**src/rtl/fx_frame_pkg.sv**
```systemverilog
// Package: shared constants and state type for the frame transmitter.
// Assumes byte-wide frames; the seed width matches the byte width.
package fx_frame_pkg;
    localparam int unsigned FX_BYTE_W      = 8;
    localparam int unsigned FX_PAYLOAD_CNT = 5;
    localparam logic [FX_BYTE_W-1:0] FX_SEED = 8'h5A;

    typedef enum logic {
        FX_IDLE = 1'b0,
        FX_SEND = 1'b1
    } fx_state_e;
endpackage

```
**src/rtl/fx_seq.sv**
```systemverilog
// Module: fx_seq
// Steps a byte index through one frame on a valid/ready handshake.
// Assumes the downstream side samples valid and ready on the same rising edge.
module fx_seq
    import fx_frame_pkg::*;
#(
    parameter int unsigned FRAME_LEN = 6,
    localparam int unsigned IDX_W    = $clog2(FRAME_LEN)
) (
    input  logic             clk,
    input  logic             rst_n,
    input  logic             start_i,
    input  logic             ready_i,
    output logic             load_o,
    output logic             valid_o,
    output logic             done_o,
    output logic [IDX_W-1:0] idx_o
);
    localparam logic [IDX_W-1:0] LAST_IDX = IDX_W'(FRAME_LEN - 1);

    fx_state_e        state_q;
    logic [IDX_W-1:0] idx_q;
    logic             done_q;

    // State, index and done pulse register
    always_ff @(posedge clk) begin
        if (!rst_n) begin
            state_q <= FX_IDLE;
            idx_q   <= '0;
            done_q  <= 1'b0;
        end else begin
            done_q <= 1'b0;
            case (state_q)
                FX_IDLE: if (start_i) begin
                    state_q <= FX_SEND;
                    idx_q   <= '0;
                end
                FX_SEND: if (ready_i) begin
                    if (idx_q == LAST_IDX) begin
                        state_q <= FX_IDLE;
                        idx_q   <= '0;
                        done_q  <= 1'b1;
                    end else begin
                        idx_q <= idx_q + IDX_W'(1);
                    end
                end
                default: state_q <= FX_IDLE;
            endcase
        end
    end

    assign load_o  = (state_q == FX_IDLE) && start_i;
    assign valid_o = (state_q == FX_SEND);
    assign done_o  = done_q;
    assign idx_o   = idx_q;


    launch_chk: assert property (@(posedge clk) disable iff (!rst_n)
        (start_i && !valid_o) |=> (valid_o && idx_o == '0));

    stall_idx_chk: assert property (@(posedge clk) disable iff (!rst_n)
        (valid_o && !ready_i) |=> (valid_o && $stable(idx_o)));

    done_single_chk: assert property (@(posedge clk) disable iff (!rst_n)
        done_o |=> !done_o);

    idle_ready_chk: assert property (@(posedge clk) disable iff (!rst_n)
        (!valid_o && !start_i) |=> (!valid_o && idx_o == '0));
endmodule

```
**config.mk**
```make
export PLATFORM = sky130hd
export DESIGN_NAME = fx_seq
export DESIGN_NICKNAME = d
export VERILOG_FILES = /design/src/rtl/fx_frame_pkg.sv /design/src/rtl/fx_seq.sv
export SDC_FILE = /design/constraint.sdc
export NUM_CORES = 1
export LEC_CHECK = 0
export BUFFER_PORTS_ARGS = -buffer_cell sky130_fd_sc_hd__buf_2
export CAP_MARGIN = 20
export CORE_AREA = 4 4 41 43
export DETAILED_ROUTE_END_ITERATION = 8
export DIE_AREA = 0 0 45 47
export GPL_TIMING_DRIVEN = 0
export PLACE_DENSITY = 0.31
export SLEW_MARGIN = 5
export SYNTH_ARGS = -nofsm -noshare
export SYNTH_HDL_FRONTEND = slang
export SYNTH_SLANG_ARGS = --single-unit
```
**constraint.sdc**
```tcl
create_clock -name clk -period 1.3 [get_ports clk]
set_input_delay 0.13 -clock clk [delete_from_list [all_inputs] [get_ports clk]]
set_output_delay 0.13 -clock clk [all_outputs]
set_load 0.05 [all_outputs]
```
Word-level counts from Yosys, hierarchy flattened
Index checks and enable logic that the tools add are counted.

Flip-flop bits (word level): 5. Input port bits: 4. Output and inout port bits: 6. Logic and storage cells: 20.

Add/subtract/negate cells: 1. Equal/unequal tests: 3. Muxes and demuxes: 9. Bitwise operators: 1. Reductions and logical operators: 3.

Operators with widths (number): $mux W3 (3); $pmux W3 S2 (1); $mux W1 (4); $ne A2 B2 Y1 const B (2); $add A3 B1 Y3 const B (1); $eq A3 B3 Y1 const B (1); $reduce_and A3 Y1 (1); $pmux W1 S2 (1); $reduce_and A2 Y1 (1); $logic_and A1 B1 Y1 (1); $not A1 Y1 (1).

Logic depth before layout (Yosys ltp)
Depth in word-level cells: 4. Gate-level depth with buffers: 3. Depth with buffers taken out: 3.

Worst setup path after synthesis
OpenSTA, ideal clock, no wires.

Kind: flip-flop to flip-flop. Start: reg state_q, in the netlist valid_o. End: reg idx_q[2], in the netlist idx_o[2]. Setup time: 70 ps. Arrival time: 1371 ps. Required time: 1230 ps. Path slack: -141 ps. Cell stages (with the launch flop): 4. Path buffers: 0. Period minus slack after synthesis: 1441 ps. Cell sequence: dfxtp_1 > nand3_2 > or3b_1 > a21oi_1.

Word-level cells in the longest chain between the ends: 3.

RTL lines: start: declaration (RTL line fx_seq.sv:21) `fx_state_e state_q;`; start signal: assignment (RTL line fx_seq.sv:28) `state_q <= FX_IDLE;`; start signal: assignment (RTL line fx_seq.sv:35) `state_q <= FX_SEND;`; start signal: assignment (RTL line fx_seq.sv:40) `state_q <= FX_IDLE;`; $not A1 Y1; $ne A2 B2 Y1 (no line); $reduce_and A2 Y1 (no line); end signal: assignment (RTL line fx_seq.sv:44) `idx_q <= idx_q + IDX_W'(1);`; end: declaration (RTL line fx_seq.sv:22) `logic [IDX_W-1:0] idx_q;`.

Several ways; a longest one is shown, not always the timed one. A chain may end at the register's enable or synchronous reset.

Worst setup path in the final report
Start: reg state_q, in the netlist valid_o. End: out load_o.

Word-level cells in the longest chain between the ends: 2.

RTL lines: $not A1 Y1; $logic_and A1 B1 Y1 (RTL line fx_seq.sv:52) `assign load_o = (state_q == FX_IDLE) && start_i;`; end: declaration (RTL line fx_seq.sv:14) `output logic load_o,`.

Every way passes these cells.

==> results.sh <==
export IMPL_row_count=13
export IMPL_drc_errors=0
export IMPL_drv_cap=0
export IMPL_dieArea_sq_um=2120
export IMPL_finalCriticalPeriod_ns=1.20
export IMPL_cts_setup_buffers=0
export IMPL_gp_congestion=0.685
export IMPL_grt_max_degree=7
export IMPL_grt_pass1_vias=184
export IMPL_report_final_hold_viol_count=0
export IMPL_synth_top_cell_area_share=0.497
export IMPL_hp_class="in2reg"
export IMPL_syn_avg_cell_area_sq_um=9.59
export IMPL_start_util=0.155
export IMPL_cts_hold_buf=0
export IMPL_die_h_um=47
export IMPL_dp_slack_ns=0.240
export IMPL_rsz0062_at_grt="no"
export IMPL_ys_ff_latch=5
export IMPL_synthFlopType="dfxtp_1"
export IMPL_drv_slew=0
export IMPL_end_kind="output port"
export IMPL_grt_overflow=0
export IMPL_synth_compound_area_frac=0.180
export IMPL_die_width_um=45
export IMPL_ctsRootBufferMaster="clkbuf_4"
export IMPL_post_route_period_util=0.921
export IMPL_wl_per_cell_um=9.73
export IMPL_netlist_area_sq_um=201
export IMPL_async_reset_ff_frac=0
export IMPL_dp_final_hpwl_um=383
export IMPL_cts_buffer_depth=2
export IMPL_yosysTopAreaCell="dfxtp_1"
export IMPL_netlist_instances=21
export IMPL_clk_pin_slew_ns=0.04
export IMPL_viasPerCell=4.20
export IMPL_diodes=0
export IMPL_worstMarginPinSlew_ns=0.236
export IMPL_synth_most_common_cell="dfxtp_1"
export IMPL_insertion_delay_ns=0.24
export IMPL_cts_buffers=3
export IMPL_num_fill_cells=162
export IMPL_ys_top_cells_by_area="dfxtp_1 (50%), a21oi_1 (7.5%), mux2_1 (5.6%)"
export IMPL_clock_sinks=5
export IMPL_synthAdderAreaFrac=0
export IMPL_synthXorXnorAreaFrac=0
export IMPL_outcome="finished, final reports clean"
export IMPL_worstPathRequired_ns=1.17
export IMPL_htreeDepth=1
export IMPL_fin_worst_skew_ns=0.00287
export IMPL_synthSimpleGateAreaFrac=0.230
export IMPL_worst_ep_arrival_time_ns=1.07
export IMPL_setup_violations=0
export IMPL_detail_route_wirelength_um=477
export IMPL_area_delta_synth_final_pct=46.0
export IMPL_fmax_mhz=835
export IMPL_slew_headroom=0.840
export IMPL_antenna_found_initial=0
export IMPL_grt_pass1_wl_um=765
export IMPL_ys_seq_area_frac=0.497
export IMPL_ant_nets=0
export IMPL_synth_edff_count=0
export IMPL_synth_mux_area_frac=0.0559
export IMPL_ir_drop_mv=0.284
export IMPL_drive_gt1_frac=0.441
export IMPL_crit_type="reg2out"
export IMPL_io_buffers=9
export IMPL_critPathLaunchType="flip-flop"
export IMPL_synthesis_nets=25
export IMPL_synth_cell_types=14
export IMPL_cts_tree="yes"
export IMPL_synth_commonest_cells="dfxtp_1 (5), a21oi_1 (3), inv_1 (2)"
export IMPL_cts_resized=0
export IMPL_p_total_w=0.000395
export IMPL_path_max_fanout=6
export IMPL_firstDrtPassIters=2
export IMPL_power_leakage_nw=0.139
export IMPL_drt_iter0_markers=2
export IMPL_fin_hold_ws_ns=0.173
export IMPL_nets=39
export IMPL_tns_ns=0
export IMPL_vias=206
export IMPL_fin_ws_ns=0.103
export IMPL_track_usage=0.0593
export IMPL_synth_warnings=0
export IMPL_synth_top_family_by_area="simple AND/OR/NAND/NOR gates"
export IMPL_powerDensity_nw_per_um2=1340
export IMPL_ios=10
export IMPL_design_core_area_sq_um=1300
==> power by group <==
part | internal (W) | switching, W
Sequential | 0.000160 | 0.00000604
Combinational | 0.0000146 | 0.0000382
Clock | 0.000116 | 0.0000602
==> layer usage <==
layer / track usage / vias up / part of all wire / routed length, um
met5: 0 / - / 0 / 0
met1: 0.0548 / 96 / 0.38 / 183
li1: - / 105 / - / -
met3: 0.0575 / 2 / 0.052 / 25
met4: 0.0526 / 0 / 0.013 / 6
met2: 0.0763 / 3 / 0.55 / 262
==> through the flow <==
| stage | cell area, sq um | util | std cells |
|---|---|---|---|
| floorplan | 204 | - | 21 |
| global route | 294 | 0.226 | 49 |
| global placement | 268 | 0.206 | 45 |
| detailed placement | 268 | 0.206 | 45 |
| CTS | 294 | 0.226 | 49 |
| finish | 294 | 0.226 | 49 |
==> worst paths after layout <==
path	slack [ns]	start	end	cells after the start
hold / removal	0.17	rst_n	valid_o	3
hold reg to reg	0.45	idx_o[0]	idx_o[0]	1
setup / recovery	0.10	valid_o	load_o	3
setup reg to reg	0.24	valid_o	idx_o[2]	3
==> flip-flops by register name, summed over array words and instances, names as in the netlist <==
register  cells
done_o        1
idx_o         3
valid_o       1
==> layout make-up <==
| class | instances | area, sq um | share of cell area |
|---|---|---|---|
| Clock buffer | 4 | 26.3 | 0.0894 |
| Inverter | 2 | 7.51 | 0.0255 |
| Multi-Input combinational cell | 14 | 93.8 | 0.319 |
| Sequential cell | 5 | 103 | 0.349 |
| Tap cell | 15 | 18.8 | 0.0638 |
| Timing Repair Buffer | 9 | 45.0 | 0.153 |
==> cells in the final DEF, fill, tap and decap left out <==
cell type	instances
buf_2	9
a21oi_1	3
clkbuf_4	3
dfxtp_1	3
inv_1	2
dfxtp_2	2
nand2b_1	1
nand3_2	1
nand4_1	1
o41ai_1	1
or3b_1	1
nand3_1	1
nor2_1	1
and3_1	1
mux2_1	1
a211oi_1	1
o21ai_0	1
clkbuf_1	1
==> worst max-delay path, stage by stage, from the launching register on <==
cell and delay (ns):
dfxtp_2 0.34, nand2b_1 0.18, inv_1 0.06, buf_2 0.25
==> kinds of logic after synthesis <==
family	count (synthesis)
flops	5
simple gates	7
compound gates	6
buf+inv	2
mux	1
Power figures use the tool's default switching activity.
